--- config.mk ---
export PLATFORM = sky130hd
export DESIGN_NAME = lut_loader
export DESIGN_NICKNAME = d
export VERILOG_FILES = /design/src/rtl/lut_ldr_pkg.sv /design/src/rtl/lut_ldr_addr_ctr.sv /design/src/rtl/lut_ldr_seq.sv /design/src/rtl/lut_ldr_rdport.sv /design/src/rtl/lut_loader.sv
export SDC_FILE = /design/constraint.sdc
export NUM_CORES = 1
export LEC_CHECK = 0
export BUFFER_PORTS_ARGS = -buffer_cell sky130_fd_sc_hd__buf_2
export CAP_MARGIN = 20
export CORE_UTILIZATION = 45
export CTS_CLUSTER_DIAMETER = 80
export DETAILED_ROUTE_END_ITERATION = 6
export PLACE_DENSITY_LB_ADDON = 0.3
export SLEW_MARGIN = 40
export SYNTH_ARGS = -nofsm -noshare
export SYNTH_HDL_FRONTEND = slang
export SYNTH_SLANG_ARGS = --single-unit
--- constraint.sdc ---
create_clock -name clk -period 5.4 [get_ports clk]
set_clock_uncertainty 0.15 [all_clocks]
set_input_delay 0 -clock clk [delete_from_list [all_inputs] [get_ports clk]]
set_output_delay 0 -clock clk [all_outputs]
set_load 0.05 [all_outputs]
--- src/rtl/lut_ldr_pkg.sv ---
package lut_ldr_pkg;

  typedef enum logic [1:0] {
    SEL_ADDR_HI = 2'd0,
    SEL_ADDR_LO = 2'd1,
    SEL_DATA_LO = 2'd2,
    SEL_DATA_HI = 2'd3
  } sel_e;

  typedef enum logic [1:0] {
    ST_IDLE     = 2'd0,
    ST_WR       = 2'd1,
    ST_RD_ISSUE = 2'd2,
    ST_RD_WAIT  = 2'd3
  } st_e;

  // Next table address, modulo 2**w (w <= 31).
  function automatic logic [31:0] addr_step(input logic [31:0] a, input int unsigned w);
    logic [31:0] mask;
    mask = (32'd1 << w) - 32'd1;
    return (a + 32'd1) & mask;
  endfunction

  // Upper address field zero-extended to a 16-bit register view.
  function automatic logic [15:0] upper_view(input logic [31:0] a, input int unsigned w);
    return 16'((a & ((32'd1 << w) - 32'd1)) >> 16);
  endfunction

endpackage

--- src/rtl/lut_ldr_addr_ctr.sv ---
module lut_ldr_addr_ctr
  import lut_ldr_pkg::*;
#(
  parameter int ADDR_W = 19
) (
  input  logic              clk,
  input  logic              rst_n,
  input  logic              ld_hi,
  input  logic              ld_lo,
  input  logic [15:0]       wdata,
  input  logic              step,
  output logic [ADDR_W-1:0] addr
);
  localparam int HI_W = ADDR_W - 16;

  logic [HI_W-1:0] hi_part;
  assign hi_part = HI_W'(wdata);

  always_ff @(posedge clk) begin
    if (!rst_n) begin
      addr <= '0;
    end else if (ld_hi) begin
      addr[ADDR_W-1:16] <= hi_part;
    end else if (ld_lo) begin
      addr[15:0] <= wdata;
    end else if (step) begin
      addr <= ADDR_W'(addr_step(32'(addr), ADDR_W));
    end
  end

endmodule

--- src/rtl/lut_ldr_seq.sv ---
module lut_ldr_seq
  import lut_ldr_pkg::*;
#(
  parameter int HALVES = 2,
  parameter int ADDR_W = 19,
  localparam int DW = 16 * HALVES
) (
  input  logic              clk,
  input  logic              rst_n,
  input  logic              go,
  input  logic              go_wr,
  input  logic              go_hi,
  input  logic [ADDR_W-1:0] addr_in,
  input  logic [15:0]       wdata_in,
  output logic              busy,
  output logic              step,
  output logic              cap,
  output logic              cap_hi,
  output logic [ADDR_W-1:0] sram_addr,
  output logic [DW-1:0]     sram_wdata,
  output logic              sram_ce_n,
  output logic              sram_oe_n,
  output logic              sram_we_lo_n,
  output logic              sram_we_hi_n
);
  st_e  st_q;
  logic half_q;

  always_ff @(posedge clk) begin
    if (!rst_n) begin
      st_q         <= ST_IDLE;
      sram_ce_n    <= 1'b1;
      sram_oe_n    <= 1'b1;
      sram_we_lo_n <= 1'b1;
      sram_addr    <= '0;
      sram_wdata   <= '0;
      half_q       <= 1'b0;
    end else begin
      case (st_q)
        ST_IDLE: begin
          if (go) begin
            st_q         <= go_wr ? ST_WR : ST_RD_ISSUE;
            sram_ce_n    <= 1'b0;
            sram_oe_n    <= go_wr;
            sram_we_lo_n <= !(go_wr && !go_hi);
            sram_addr    <= addr_in;
            sram_wdata   <= {HALVES{wdata_in}};
            half_q       <= go_hi;
          end
        end
        ST_WR: begin
          st_q         <= ST_IDLE;
          sram_ce_n    <= 1'b1;
          sram_we_lo_n <= 1'b1;
        end
        ST_RD_ISSUE: begin
          st_q      <= ST_RD_WAIT;
          sram_ce_n <= 1'b1;
          sram_oe_n <= 1'b1;
        end
        default: st_q <= ST_IDLE;
      endcase
    end
  end

  generate
    if (HALVES == 2) begin : g_two_halves
      always_ff @(posedge clk) begin
        if (!rst_n) begin
          sram_we_hi_n <= 1'b1;
        end else if (st_q == ST_IDLE && go) begin
          sram_we_hi_n <= !(go_wr && go_hi);
        end else if (st_q == ST_WR) begin
          sram_we_hi_n <= 1'b1;
        end
      end
    end else begin : g_one_half
      assign sram_we_hi_n = 1'b1;
    end
  endgenerate

  assign busy   = (st_q != ST_IDLE);
  assign step   = (st_q == ST_WR) || (st_q == ST_RD_WAIT);
  assign cap    = (st_q == ST_RD_WAIT);
  assign cap_hi = half_q;

endmodule

--- src/rtl/lut_ldr_rdport.sv ---
module lut_ldr_rdport
  import lut_ldr_pkg::*;
#(
  parameter int ADDR_W = 19,
  parameter int DW     = 32
) (
  input  logic              clk,
  input  logic              rst_n,
  input  logic              reg_rd,
  input  logic              reg_hi,
  input  logic [ADDR_W-1:0] addr,
  input  logic              cap,
  input  logic              cap_hi,
  input  logic [DW-1:0]     sram_rdata,
  output logic              rvalid,
  output logic [15:0]       rdata
);
  logic [15:0] reg_view;
  logic [15:0] half_view;

  assign reg_view  = reg_hi ? upper_view(32'(addr), ADDR_W) : addr[15:0];
  assign half_view = cap_hi ? sram_rdata[DW-1 -: 16] : sram_rdata[15:0];

  always_ff @(posedge clk) begin
    if (!rst_n) begin
      rvalid <= 1'b0;
      rdata  <= '0;
    end else begin
      rvalid <= reg_rd || cap;
      if (reg_rd) begin
        rdata <= reg_view;
      end else if (cap) begin
        rdata <= half_view;
      end
    end
  end

endmodule

--- src/rtl/lut_loader.sv ---
module lut_loader
  import lut_ldr_pkg::*;
#(
  parameter int HALVES = 2,
  parameter int ADDR_W = 19,
  localparam int DW = 16 * HALVES
) (
  input  logic              clk,
  input  logic              rst_n,
  input  logic              bus_en,
  input  logic              bus_wr,
  input  logic [1:0]        bus_sel,
  input  logic [15:0]       bus_wdata,
  output logic              bus_busy,
  output logic              bus_rvalid,
  output logic [15:0]       bus_rdata,
  output logic [ADDR_W-1:0] sram_addr,
  output logic [DW-1:0]     sram_wdata,
  input  logic [DW-1:0]     sram_rdata,
  output logic              sram_ce_n,
  output logic              sram_oe_n,
  output logic              sram_we_lo_n,
  output logic              sram_we_hi_n
);
  localparam bit HAS_HI = (HALVES == 2);

  sel_e              sel;
  logic              accept;
  logic              is_data;
  logic              data_go;
  logic              ld_hi;
  logic              ld_lo;
  logic              reg_rd;
  logic              step;
  logic              cap;
  logic              cap_hi;
  logic [ADDR_W-1:0] addr_q;

  assign sel     = sel_e'(bus_sel);
  assign accept  = bus_en && !bus_busy;
  assign is_data = (sel == SEL_DATA_LO) || (HAS_HI && sel == SEL_DATA_HI);
  assign data_go = accept && is_data;
  assign ld_hi   = accept && bus_wr && (sel == SEL_ADDR_HI);
  assign ld_lo   = accept && bus_wr && (sel == SEL_ADDR_LO);
  assign reg_rd  = accept && !bus_wr && !bus_sel[1];

  lut_ldr_addr_ctr #(.ADDR_W(ADDR_W)) u_ctr (
    .clk   (clk),
    .rst_n (rst_n),
    .ld_hi (ld_hi),
    .ld_lo (ld_lo),
    .wdata (bus_wdata),
    .step  (step),
    .addr  (addr_q)
  );

  lut_ldr_seq #(.HALVES(HALVES), .ADDR_W(ADDR_W)) u_seq (
    .clk          (clk),
    .rst_n        (rst_n),
    .go           (data_go),
    .go_wr        (bus_wr),
    .go_hi        (sel == SEL_DATA_HI),
    .addr_in      (addr_q),
    .wdata_in     (bus_wdata),
    .busy         (bus_busy),
    .step         (step),
    .cap          (cap),
    .cap_hi       (cap_hi),
    .sram_addr    (sram_addr),
    .sram_wdata   (sram_wdata),
    .sram_ce_n    (sram_ce_n),
    .sram_oe_n    (sram_oe_n),
    .sram_we_lo_n (sram_we_lo_n),
    .sram_we_hi_n (sram_we_hi_n)
  );

  lut_ldr_rdport #(.ADDR_W(ADDR_W), .DW(DW)) u_rd (
    .clk        (clk),
    .rst_n      (rst_n),
    .reg_rd     (reg_rd),
    .reg_hi     (sel == SEL_ADDR_HI),
    .addr       (addr_q),
    .cap        (cap),
    .cap_hi     (cap_hi),
    .sram_rdata (sram_rdata),
    .rvalid     (bus_rvalid),
    .rdata      (bus_rdata)
  );

endmodule

==> flow_summary.yaml <==
global_routing:
  grt.total_usage: 0.236
  grt_pass1_wl_mm: 16.0
  grt_overflow: 0
  grt_antenna_before_repair: 0
  grt_pass1_vias: 3294
  global_routing_met1_resource_utilization: 0.308
  met3_usage: 0.0431
  grt_start_max_net_pins: 59
  gr-max-usage-layer: "met2"
  groute.layer.met2.usage: 0.394
job:
  max_cap_viol_count: 0
layout:
  drive_above_1_share: 0.253
  net_count_of_the_finished_layout: 651
  fill_cells: 676
  number_of_standard_cells_in_the_final_layout_excluding_fillers: 699
  antenna_cells: 0
  most-common-layout-cells: "126 x sky130_fd_sc_hd__buf_2, 95 x sky130_fd_sc_hd__nand2_1, 77 x sky130_fd_sc_hd__dfxtp_1, 60 x sky130_fd_sc_hd__a21oi_1, 46 x sky130_fd_sc_hd__dlygate4sd3_1"
  layout-area-overhead-vs-synth_pct: 32.1
  mostFrequentLayoutCell: "sky130_fd_sc_hd__buf_2"
synth:
  post-synth-top-area-fraction: 0.428
  synthCells: 459
  mappedNetlistNets: 518
  synth.cell_area_um2: 3650
  yosys-top-cells-area: "sky130_fd_sc_hd__dfxtp_1 43%, sky130_fd_sc_hd__nand2_1 9.9%, sky130_fd_sc_hd__a21oi_1 8.2%"
  synth_cell_types: 36
  synth_warnings: 0
  dominant_cell_type_by_area_after_synthesis: "sky130_fd_sc_hd__dfxtp_1"
  seq_total_area_yosys: 0.428
  postSynthRegisterBits: 78
  synth.avg_cell_area_um2: 7.94
cts:
  cts_buffer_depth: 2
  cts-buffers-inserted: 9
  tritoncts_num_sinks: 78
  path_clk_slew_ns: 0.08
  clock_tree.htree_level_count: 3
  tritoncts: "yes"
  clock_tree.root_cell: "sky130_fd_sc_hd__clkbuf_8"
  cts_repair_resize_count: 0
  clock_latency_ns: 0.34
place:
  place_congestion: 0.841
  dp.cells: 637
  port_buffers: 126
  detailed_place_hpwl_mm: 6.49
routing:
  wirelength_mm: 10.1
  routed_wirelength_normalized_by_instance_count_um: 14.4
  drc: 0
  via_count: 3716
  residual_antenna_violating_net_count_after_detailed_routing: 0
  firstDrtPassIters: 5
  drt-vias-per-instance: 5.32
  dr.first_iter.drc_count: 238
floorplanning:
  die_width_um: 92.0
  core_region_area_um2: 7770
  num_rows: 32
  die-height_um: 92.0
  num_io_pins: 127
  design.die.area_um2: 8470
  initial_core_util: 0.469
worst_hold_path:
  hold_class: "input pin to flip-flop"
timing:
  headroom_to_the_max_slew_limit: 0.558
  setup_violations_final: 0
  unrepaired_setup_endpoints_after_global_routing: "false"
  timing.final.crit_period_ns: 2.43
  max_freq_mhz: 412
  layout_worst_path_cycle_share: 0.449
  hold_violations: 0
  maxSlewViolCount: 0
  tns_setup_ns: 0
  worst-slew-pin-transition_ns: 0.664
critical_path:
  timing.critical_path.arrival_ns: 2.54
  critical_path.top_delay_family: "simple AND/OR/NAND/NOR gates"
  crit_path_end_kind: "flip-flop"
  worst-setup-path-type: "flip-flop to flip-flop"
  cpPeakStageDelay_ns: 0.52
  worst_setup_path_start_kind: "flip-flop"
  number_of_buffer_and_inverter_stages_on_the_critical_path: 1
  critical_path.max_fanout: 36
  path_cells: "ha_1, buf_4, o21ai_1, or3_4, or4_1, a31oi_1"
  cp_data_required_time_ns: 5.52
  slowest_stage: "sky130_fd_sc_hd__or4_1"
pwr:
  power.leakage_nw: 1.92
  powerDensity_nw_per_um2: 347
  vdd.ir_drop.worst_v: 0.000181
run_status:
  outcome: "finished, final reports clean"
cell families after synthesis:
group / share of synthesized area
adders and majority gates: 0.0172
and+or+nand+nor: 0.204
buffers and inverters: 0.0810
DFF: 0.428
muxes: 0.0439
AOI/OAI and AO/OA: 0.205
xor gates and xnor gates: 0.0216
what timing repair did:
action                                 4_1_cts  5_1_grt
hold buffers                                46        0
setup buffers                                0        0
endpoints found under the hold margin       57        0
layout make-up:
type / instances / area (µm²) / area share
Tap cell: 102 / 128 / 0.0265
Sequential cell: 78 / 1560 / 0.325
Multi-Input combinational cell: 321 / 1790 / 0.372
Timing Repair Buffer: 175 / 1110 / 0.231
Clock inverter: 6 / 62.6 / 0.0130
Inverter: 7 / 28.8 / 0.00598
Clock buffer: 10 / 128 / 0.0265
synthesized netlist by cell type:
| cell type | n |
|---|---|
| sky130_fd_sc_hd__buf_4 | 16 |
| sky130_fd_sc_hd__nor4_1 | 4 |
| sky130_fd_sc_hd__nor3b_1 | 1 |
| sky130_fd_sc_hd__o211ai_1 | 14 |
| sky130_fd_sc_hd__mux2i_1 | 16 |
| sky130_fd_sc_hd__or4_1 | 6 |
| sky130_fd_sc_hd__nor3_1 | 4 |
| sky130_fd_sc_hd__nand2b_1 | 1 |
| sky130_fd_sc_hd__a21oi_1 | 60 |
| sky130_fd_sc_hd__dfxtp_1 | 78 |
| sky130_fd_sc_hd__o21ai_1 | 1 |
| sky130_fd_sc_hd__nand3_1 | 19 |
| sky130_fd_sc_hd__buf_1 | 3 |
| sky130_fd_sc_hd__o221a_2 | 2 |
| sky130_fd_sc_hd__o31ai_1 | 6 |
| sky130_fd_sc_hd__clkbuf_1 | 31 |
| sky130_fd_sc_hd__or3_4 | 1 |
| sky130_fd_sc_hd__and4_1 | 2 |
| sky130_fd_sc_hd__ha_1 | 5 |
| sky130_fd_sc_hd__nor2b_1 | 1 |
| sky130_fd_sc_hd__xnor2_1 | 9 |
| sky130_fd_sc_hd__buf_2 | 2 |
| sky130_fd_sc_hd__o21ai_0 | 25 |
| sky130_fd_sc_hd__and4b_4 | 1 |
| sky130_fd_sc_hd__nand2_1 | 96 |
| sky130_fd_sc_hd__or3_1 | 4 |
| sky130_fd_sc_hd__nand4_1 | 3 |
| sky130_fd_sc_hd__inv_1 | 7 |
| sky130_fd_sc_hd__a311oi_1 | 4 |
| sky130_fd_sc_hd__nand3b_1 | 1 |
| sky130_fd_sc_hd__buf_6 | 1 |
| sky130_fd_sc_hd__a211oi_1 | 5 |
| sky130_fd_sc_hd__a31oi_1 | 8 |
| sky130_fd_sc_hd__nor2_1 | 17 |
| sky130_fd_sc_hd__a221o_1 | 2 |
| sky130_fd_sc_hd__and3_1 | 3 |
metrics by stage:
stage	setup slack (ns)	hold slack [ns]	area, µm²	utilization	total power, mW
2_1_floorplan	3.14	-0.0140	3650	-	1.11
3_3_place_gp	3.08	0.108	4160	0.535	1.21
3_5_place_dp	3.01	0.111	4160	0.536	1.22
4_1_cts	2.99	0.0140	4810	0.619	1.67
5_1_grt	2.86	0.0583	4810	0.620	1.75
6_report	2.97	0.0141	4810	0.620	1.67
sequential cells by signal, summed over array words and instances (netlist names):
name                flops
u_seq.sram_ce_n         1
u_ctr.addr             19
u_rd.rdata             16
u_seq.sram_we_hi_n      1
u_seq.sram_oe_n         1
u_seq.sram_wdata       16
u_seq.sram_addr        19
u_seq.sram_we_lo_n      1
u_seq.st_q              2
u_seq.cap_hi            1
u_rd.rvalid             1
layer usage:
metal / vias to the layer above / share of wire
li1: 1862 / -
met1: 1691 / 0.45
met2: 146 / 0.47
met3: 17 / 0.069
met4: 0 / 0.015
met5: - / 0
worst paths after layout:
path / startpoint / depth (start not counted) / endpoint / slack (ns)
setup / recovery: u_seq.st_q[0] / 6 / u_ctr.addr[18] / 2.97
hold reg to reg: u_seq.sram_addr[9] / 2 / u_seq.sram_addr[9] / 0.30
setup reg to reg: u_seq.st_q[0] / 6 / u_ctr.addr[18] / 2.97
hold / removal: sram_rdata[2] / 5 / u_rd.rdata[2] / 0.01
power breakdown:
| part | leakage (nW) | switching [mW] | total (mW) | internal [mW] |
|---|---|---|---|---|
| logic | 1.19 | 0.382 | 0.551 | 0.169 |
| registers | 0.633 | 0.0581 | 0.694 | 0.636 |
| clock network | 0.100 | 0.214 | 0.427 | 0.213 |
| total | 1.92 | 0.654 | 1.67 | 1.02 |
worst reg2reg max path, delay by kind of cell, from the launching register on:
kind            cells  cell delay (ns)
compound gates      2             0.37
fa+ha+maj           1             0.16
buf+inv             1             0.31
flops               1             0.39
simple gates        2             0.97
No activity file was read; power rests on OpenSTA's default activity.
